**src/rtl/sdcmd_pkg.sv**
```systemverilog
package sdcmd_pkg;
    localparam int unsigned IDX_W    = 6;
    localparam int unsigned ARG_W    = 32;
    localparam int unsigned CRC_W    = 7;
    localparam int unsigned HDR_W    = 2 + IDX_W + ARG_W;          // bits covered by the TX CRC
    localparam int unsigned FRAME_W  = HDR_W + CRC_W + 1;          // 48
    localparam int unsigned LONG_W   = 136;
    localparam int unsigned LONG_SKIP = 8;                         // leading bits outside the long CRC
    localparam int unsigned RESP_W   = LONG_W;
    localparam int unsigned CNT_W    = $clog2(RESP_W);

    typedef enum logic [1:0] {
        ST_IDLE,
        ST_TX,
        ST_WAIT,
        ST_RX
    } seq_state_e;
endpackage

```
**src/rtl/sdcmd_crc7.sv**
```systemverilog
module sdcmd_crc7 #(
    parameter int unsigned W    = 7,
    parameter logic [W-1:0] POLY = 7'h09
) (
    input  logic         clk,
    input  logic         rst_n,
    input  logic         clr_i,
    input  logic         en_i,
    input  logic         bit_i,
    output logic [W-1:0] crc_o
);
    logic [W-1:0] crc_d, crc_q;
    logic         fb;

    always_comb begin
        fb    = bit_i ^ crc_q[W-1];
        crc_d = crc_q;
        if (clr_i) begin
            crc_d = '0;
        end else if (en_i) begin
            crc_d = {crc_q[W-2:0], 1'b0} ^ (fb ? POLY : '0);
        end
    end

    always_ff @(posedge clk or negedge rst_n) begin
        if (!rst_n) crc_q <= '0;
        else        crc_q <= crc_d;
    end

    assign crc_o = crc_q;
endmodule

```
**src/rtl/sdcmd_timer.sv**
```systemverilog
module sdcmd_timer #(
    parameter int unsigned LIMIT = 64
) (
    input  logic clk,
    input  logic rst_n,
    input  logic clr_i,
    input  logic tick_i,
    output logic last_o
);
    localparam int unsigned TW = $clog2(LIMIT + 1);
    localparam logic [TW-1:0] LAST_VAL = TW'(LIMIT - 1);

    logic [TW-1:0] cnt_d, cnt_q;

    always_comb begin
        last_o = tick_i && (cnt_q == LAST_VAL);
        cnt_d  = cnt_q;
        if (clr_i)                      cnt_d = '0;
        else if (tick_i && !last_o)     cnt_d = cnt_q + 1'b1;
    end

    always_ff @(posedge clk or negedge rst_n) begin
        if (!rst_n) cnt_q <= '0;
        else        cnt_q <= cnt_d;
    end
endmodule

```
**src/rtl/sdcmd_seq.sv**
```systemverilog
module sdcmd_seq
    import sdcmd_pkg::*;
#(
    parameter int unsigned TIMEOUT_CYC = 64
) (
    input  logic              clk,
    input  logic              rst_n,
    input  logic              start_i,
    input  logic [IDX_W-1:0]  cmd_idx_i,
    input  logic [ARG_W-1:0]  cmd_arg_i,
    input  logic              resp_en_i,
    input  logic              resp_long_i,
    input  logic              cmd_in_i,
    output logic              cmd_out_o,
    output logic              cmd_oe_o,
    output logic [RESP_W-1:0] resp_o,
    output logic              sent_o,
    output logic              resp_end_o,
    output logic              crc_fail_o,
    output logic              timeout_o,
    output logic              active_o
);
    localparam logic [CNT_W-1:0] HDR_END   = CNT_W'(HDR_W);          // first CRC bit index
    localparam logic [CNT_W-1:0] TX_LAST   = CNT_W'(FRAME_W - 1);
    localparam logic [CNT_W-1:0] CRC_TOP   = CNT_W'(HDR_W + CRC_W - 1);
    localparam logic [CNT_W-1:0] SH_LAST   = CNT_W'(FRAME_W - 1);
    localparam logic [CNT_W-1:0] LG_LAST   = CNT_W'(LONG_W - 1);
    localparam logic [CNT_W-1:0] LG_LO     = CNT_W'(LONG_SKIP);
    localparam logic [CNT_W-1:0] LG_HI     = CNT_W'(LONG_W - CRC_W - 2);
    localparam logic [CNT_W-1:0] SH_HI     = CNT_W'(HDR_W - 1);

    typedef struct packed {
        seq_state_e        st;
        logic [CNT_W-1:0]  cnt;
        logic [HDR_W-1:0]  txsh;
        logic              want_r;
        logic              long_r;
        logic [RESP_W-1:0] rxsh;
        logic [RESP_W-1:0] resp;
        logic              sent;
        logic              rend;
        logic              cfail;
        logic              tout;
    } seq_regs_t;

    seq_regs_t r_d, r_q;

    logic              crc_clr, crc_en, crc_bit;
    logic [CRC_W-1:0]  crc_val;
    logic              tmr_clr, tmr_tick, tmr_last;
    logic              out_bit, out_en;
    logic [CNT_W-1:0]  crc_pos;
    logic [RESP_W-1:0] rx_next;
    logic              in_crc_span;
    logic              rx_done;

    sdcmd_crc7 #(.W(CRC_W), .POLY(7'h09)) u_crc (
        .clk   (clk),
        .rst_n (rst_n),
        .clr_i (crc_clr),
        .en_i  (crc_en),
        .bit_i (crc_bit),
        .crc_o (crc_val)
    );

    sdcmd_timer #(.LIMIT(TIMEOUT_CYC)) u_tmr (
        .clk    (clk),
        .rst_n  (rst_n),
        .clr_i  (tmr_clr),
        .tick_i (tmr_tick),
        .last_o (tmr_last)
    );

    always_comb begin
        r_d         = r_q;
        crc_clr     = 1'b0;
        crc_en      = 1'b0;
        crc_bit     = 1'b0;
        tmr_clr     = 1'b0;
        tmr_tick    = 1'b0;
        out_bit     = 1'b1;
        out_en      = 1'b0;
        crc_pos     = CRC_TOP - r_q.cnt;
        rx_next     = {r_q.rxsh[RESP_W-2:0], cmd_in_i};
        in_crc_span = r_q.long_r ? ((r_q.cnt >= LG_LO) && (r_q.cnt <= LG_HI))
                                 : (r_q.cnt <= SH_HI);
        rx_done     = r_q.long_r ? (r_q.cnt == LG_LAST) : (r_q.cnt == SH_LAST);

        unique case (r_q.st)
            ST_IDLE: begin
                if (start_i) begin
                    r_d.st     = ST_TX;
                    r_d.cnt    = '0;
                    r_d.txsh   = {2'b01, cmd_idx_i, cmd_arg_i};
                    r_d.want_r = resp_en_i;
                    r_d.long_r = resp_long_i;
                    r_d.rxsh   = '0;
                    r_d.sent   = 1'b0;
                    r_d.rend   = 1'b0;
                    r_d.cfail  = 1'b0;
                    r_d.tout   = 1'b0;
                    crc_clr    = 1'b1;
                end
            end

            ST_TX: begin
                out_en  = 1'b1;
                r_d.cnt = r_q.cnt + 1'b1;
                if (r_q.cnt < HDR_END) begin
                    out_bit  = r_q.txsh[HDR_W-1];
                    crc_en   = 1'b1;
                    crc_bit  = r_q.txsh[HDR_W-1];
                    r_d.txsh = {r_q.txsh[HDR_W-2:0], 1'b0};
                end else if (r_q.cnt < TX_LAST) begin
                    out_bit = crc_val[crc_pos[2:0]];
                end else begin
                    out_bit = 1'b1;
                end
                if (r_q.cnt == TX_LAST) begin
                    crc_clr = 1'b1;
                    tmr_clr = 1'b1;
                    if (r_q.want_r) begin
                        r_d.st = ST_WAIT;
                    end else begin
                        r_d.st   = ST_IDLE;
                        r_d.sent = 1'b1;
                    end
                end
            end

            ST_WAIT: begin
                tmr_tick = cmd_in_i;
                if (!cmd_in_i) begin
                    r_d.st   = ST_RX;
                    r_d.cnt  = CNT_W'(1);
                    r_d.rxsh = rx_next;
                    crc_en   = !r_q.long_r;
                    crc_bit  = 1'b0;
                end else if (tmr_last) begin
                    r_d.st   = ST_IDLE;
                    r_d.tout = 1'b1;
                end
            end

            ST_RX: begin
                r_d.rxsh = rx_next;
                crc_en   = in_crc_span;
                crc_bit  = cmd_in_i;
                if (rx_done) begin
                    r_d.st   = ST_IDLE;
                    r_d.resp = rx_next;
                    if (r_q.rxsh[CRC_W-1:0] == crc_val) r_d.rend  = 1'b1;
                    else                                 r_d.cfail = 1'b1;
                end else begin
                    r_d.cnt = r_q.cnt + 1'b1;
                end
            end

            default: r_d.st = ST_IDLE;
        endcase
    end

    always_ff @(posedge clk or negedge rst_n) begin
        if (!rst_n) begin
            r_q    <= '0;
            r_q.st <= ST_IDLE;
        end else begin
            r_q    <= r_d;
        end
    end

    assign cmd_out_o  = out_bit;
    assign cmd_oe_o   = out_en;
    assign resp_o     = r_q.resp;
    assign sent_o     = r_q.sent;
    assign resp_end_o = r_q.rend;
    assign crc_fail_o = r_q.cfail;
    assign timeout_o  = r_q.tout;
    assign active_o   = (r_q.st != ST_IDLE);
endmodule

```
**config.mk**
```make
export PLATFORM = sky130hd
export DESIGN_NAME = sdcmd_seq
export DESIGN_NICKNAME = d
export VERILOG_FILES = /design/src/rtl/sdcmd_pkg.sv /design/src/rtl/sdcmd_crc7.sv /design/src/rtl/sdcmd_timer.sv /design/src/rtl/sdcmd_seq.sv
export SDC_FILE = /design/constraint.sdc
export NUM_CORES = 1
export LEC_CHECK = 0
export ABC_CLOCK_PERIOD_IN_PS = 3000
export BUFFER_PORTS_ARGS = -buffer_cell sky130_fd_sc_hd__buf_2
export CAP_MARGIN = 15
export CELL_PAD_IN_SITES_DETAIL_PLACEMENT = 1
export CELL_PAD_IN_SITES_GLOBAL_PLACEMENT = 1
export CORE_MARGIN = 1
export CORE_UTILIZATION = 35
export DETAILED_ROUTE_END_ITERATION = 8
export GPL_TIMING_DRIVEN = 0
export HOLD_SLACK_MARGIN = 0.02
export PLACE_DENSITY = 0.72
export SLEW_MARGIN = 20
export SYNTH_ARGS = -nofsm -noshare
export SYNTH_HDL_FRONTEND = slang
export SYNTH_HIERARCHICAL = 1
export SYNTH_SLANG_ARGS = --single-unit
```
**constraint.sdc**
```tcl
create_clock -name clk -period 3 [get_ports clk]
set_clock_uncertainty 0.2 [all_clocks]
set_input_delay 0.3 -clock clk [delete_from_list [all_inputs] [get_ports clk]]
set_output_delay 0.3 -clock clk [all_outputs]
set_load 0.005 [all_outputs]
```
==> results.md <==
- number of H-tree levels: 2
- leakage power total: 0.00982 µW
- largest area contributor in the netlist: dfrtp_1
- clock slew at the register clock pins of the worst setup and hold paths: 0.06 ns
- Area growth syn-to-layout: 22.4%
- number of enable-type register cells in the synthesized netlist: 0
- Worst Setup Path Type: flip-flop to output pin
- number of nets in the synthesized netlist: 1,482
- Die Wd: 206 µm
- ordered cell list for the critical path: clkbuf_2, inv_1, ha_1, mux4_2, o21ai_0, a21oi_1, buf_2
- first drt pass iteration count: 7
- placement row count: 74
- setup repair after global routing missed its margin: no
- maximum fanout count along the critical path: 7
- result of the run: complete, but fails checks
- share of final-layout standard cells stronger than drive strength 1: 25.9%
- total design power: 12,000 µW
- pre-CTS setup slack: 0.159 ns
- number of setup violations in the final report: 0
- Fin Setup TNS: 0 ns
- total gr overflow: 0
- Hold WC Path Type: input port to flip-flop
- Max-slew headroom: 41.4%
- ant diodes: 0
- Hold Slack: 0.0578 ns
- cell at the root of the clock tree: clkbuf_16
- count of placed standard cells in the final layout, fillers left out: 2,261
- count of unresolved DRC violations after routing: 32
- count of endpoints failing hold in the final timing report: 0
- Final period util: 93.4%
- Post CTS Setup Buffer Count: 0
- crit path max-delay cell type: dfrtp_1
- number of nets in the layout: 1,752
- number of max-capacitance violations reported: 0
- vertical extent of the die: 206 µm
- count of nets left with antenna violations after detail routing: 0
- crit path setup slack, layout: 0.199 ns
- core area: 41,000 µm²
- Detailed Place HPWL: 25,100 µm
- kind of cell adding the most delay to the critical path: buffers and inverters
- violations in the final reports: design-rule violations
- total number of yosys warnings: 6
- Port Buffer Count: 186
- total via count in the routed design: 10,900
- number of instances in the synthesized netlist: 1,434
- synthesized area divided by synthesized cell count: 10.2 µm²
- worst reg2reg path depth: 10
- number of cells on the critical path: 7
- average wire length per cell after detail routing: 16.1 µm
- FF+latch count, synth: 341
- Slew Viols, Final: 0
- Max Buffers Root-to-Sink: 3
- time the worst path needs with I/O delays and setup: 2.80 ns
- required time of the critical path: 2.50 ns
- Vias per Instance: 4.80
- Inserted Clock Buffers: 39
- delay of the slowest cell on the worst path: 0.36 ns
- worst ir drop on vdd: 0.482 mV
- arrival time worst endpoint: 2.30 ns
- die area: 42,600 µm²
- share of the yosys chip area belonging to registers: 58.4%
- starting utilization of the core area: 35.6%
- synthesized area: 14,600 µm²
- overall track demand over capacity in global routing: 17.5%
- Total Routed Length: 36,400 µm
- dominant register cell in the synthesized netlist: dfrtp_1
- total power density per cell area: 672 nW/µm²
- kind of end point of the critical path: output pin
- launching element type of the critical path: flip-flop
- Worst-Margin Slew: 0.878 ns
- clock latency of the later-clocked register in the worst-skew pair: 0.55 ns
- fill cell instance count of the final layout: 4,631
- initial antenna violation count: 0
- top cells by area, synth: dfrtp_1, nand2_1, a22o_1, buf_4, a21oi_1
- Iteration-0 DRC Markers: 491
- fraction of registers with async set or reset after synthesis: 100%
- clock tree from TritonCTS: built
- proportion of netlist area held by the largest area contributor: 58.4%
- WP buf/inv: 3
- vias in the first global route: 11,300
- Synth cell types: 55
- wire length of the first global-routing pass: 59,200 µm
- placed instance count: 2,155
- maximum number of pins on one net before global-route repair: 99
- count of clock tree sinks: 341
- routability cong.: 0.786
- Max Clock Freq: 357 MHz
- count of boundary I/O pins: 187
- worst hold path cell count: 4
-- cells in the mapped netlist (2+ instances only) --
cell	count
ha_1	4
nor4_1	2
nand4_1	4
buf_6	8
xor2_1	2
nand4bb_1	3
or3_1	3
inv_1	10
nand4b_1	2
nor3b_1	2
or4_1	3
mux2i_1	7
a31oi_1	2
a211oi_1	5
xnor2_1	8
buf_4	143
nand3_1	6
o21ai_1	4
dfrtp_1	341
o21ai_0	45
o31ai_1	4
a21oi_1	49
clkbuf_1	30
and4_1	2
nand2_1	467
nor2_1	21
a22o_1	134
nor2b_1	2
buf_2	43
nor3_1	8
o21a_1	2
and3_1	39
mux2_2	3
o211ai_1	2
nand2b_1	4
-- metal layers --
layer	GRT usage [%]	vias to the layer above	wire (µm)
li1	-	5221	-
met1	22.8	5389	16400
met2	29.0	191	17800
met3	3.61	51	1480
met4	5.33	0	766
met5	0	-	0
-- state kept, by name (all words and copies together), names as in the netlist --
signal and cells:
resp_end_o 1, sent_o 1, timeout_o 1, u_crc/crc_o 7
u_tmr/cnt_q 7, resp_o 136, r_q 187, crc_fail_o 1
-- tightest hold or removal path, stage by stage --
cell and delay (ns):
buf_2 0.08, and3_1 0.16, a21oi_1 0.04, o21ai_0 0.16
-- metrics by stage --
stage	instance area [µm²]	util (%)
after floorplan	14600	-
after global placement	16200	39.5
after detailed placement	16300	39.7
after CTS	17900	43.6
after global routing	17900	43.6
final	17900	43.6
-- cells by family (layout without fill, tap and decap cells) --
family / count (synthesis) / count (layout) / synth area share, %
multiplexers: 11 / 11 / 0.865
adder cells (fa/ha/maj): 4 / 4 / 0.342
XOR/XNOR: 10 / 10 / 0.599
AND/OR/NAND/NOR: 574 / 574 / 16.4
flip-flops: 341 / 341 / 58.4
buffers and inverters: 236 / 531 / 10.5
AO/OA/AOI/OAI: 258 / 258 / 12.9
-- layout make-up --
class | count | area [µm²] | share of cell area, %
buffer | 225 | 1500 | 8.37
clock buffer | 60 | 1100 | 6.18
clock inverter | 6 | 73.8 | 0.413
inverter | 11 | 41.3 | 0.231
multi-input combinational | 857 | 4550 | 25.4
sequential | 341 | 8530 | 47.7
tap | 532 | 666 | 3.72
timing repair buffer | 229 | 1420 | 7.96
-- worst paths after layout --
path | startpoint | end | slack (ns)
max in group asynchronous | rst_n | resp_o[120] | 1.17
min in group asynchronous | rst_n | resp_o[73] | 0.07
worst min register to register | resp_o[118] | resp_o[118] | 0.26
worst max register to register | r_q[326] | r_q[327] | 0.29
worst min-delay path | cmd_arg_i[4] | r_q[282] | 0.06
worst max-delay path | r_q[318] | cmd_out_o | 0.20
-- power breakdown --
part	switching [µW]	internal, µW
clock network	1860	2550
registers	254	4920
logic	1580	856
total	3700	8320
-- cells in the final DEF, fill, tap and decap left out, types with 3 or more instances in the layout --
cell type / count
clkbuf_1: 45
mux2i_1: 7
dlygate4sd3_1: 40
a21oi_1: 49
o21ai_0: 45
clkbuf_8: 5
o21ai_1: 4
nand2_1: 467
xnor2_1: 8
buf_6: 8
buf_16: 3
clkbuf_16: 39
and3_1: 39
buf_4: 143
mux2_2: 3
dfrtp_1: 341
nand2b_1: 4
o31ai_1: 4
or3_1: 3
nand4_1: 4
buf_2: 228
inv_1: 10
a22o_1: 134
nand4bb_1: 3
nor2_1: 20
nor3_1: 8
nand3_1: 6
or4_1: 3
ha_1: 4
a211oi_1: 5
-- repair_timing --
item / CTS / global route
hold endpoints to repair: 283 / 0
endpoints found under the setup margin: 0 / 2
resized for setup: 0 / 3
hold buffers: 40 / 0
(Power assumes the default switching activity.)
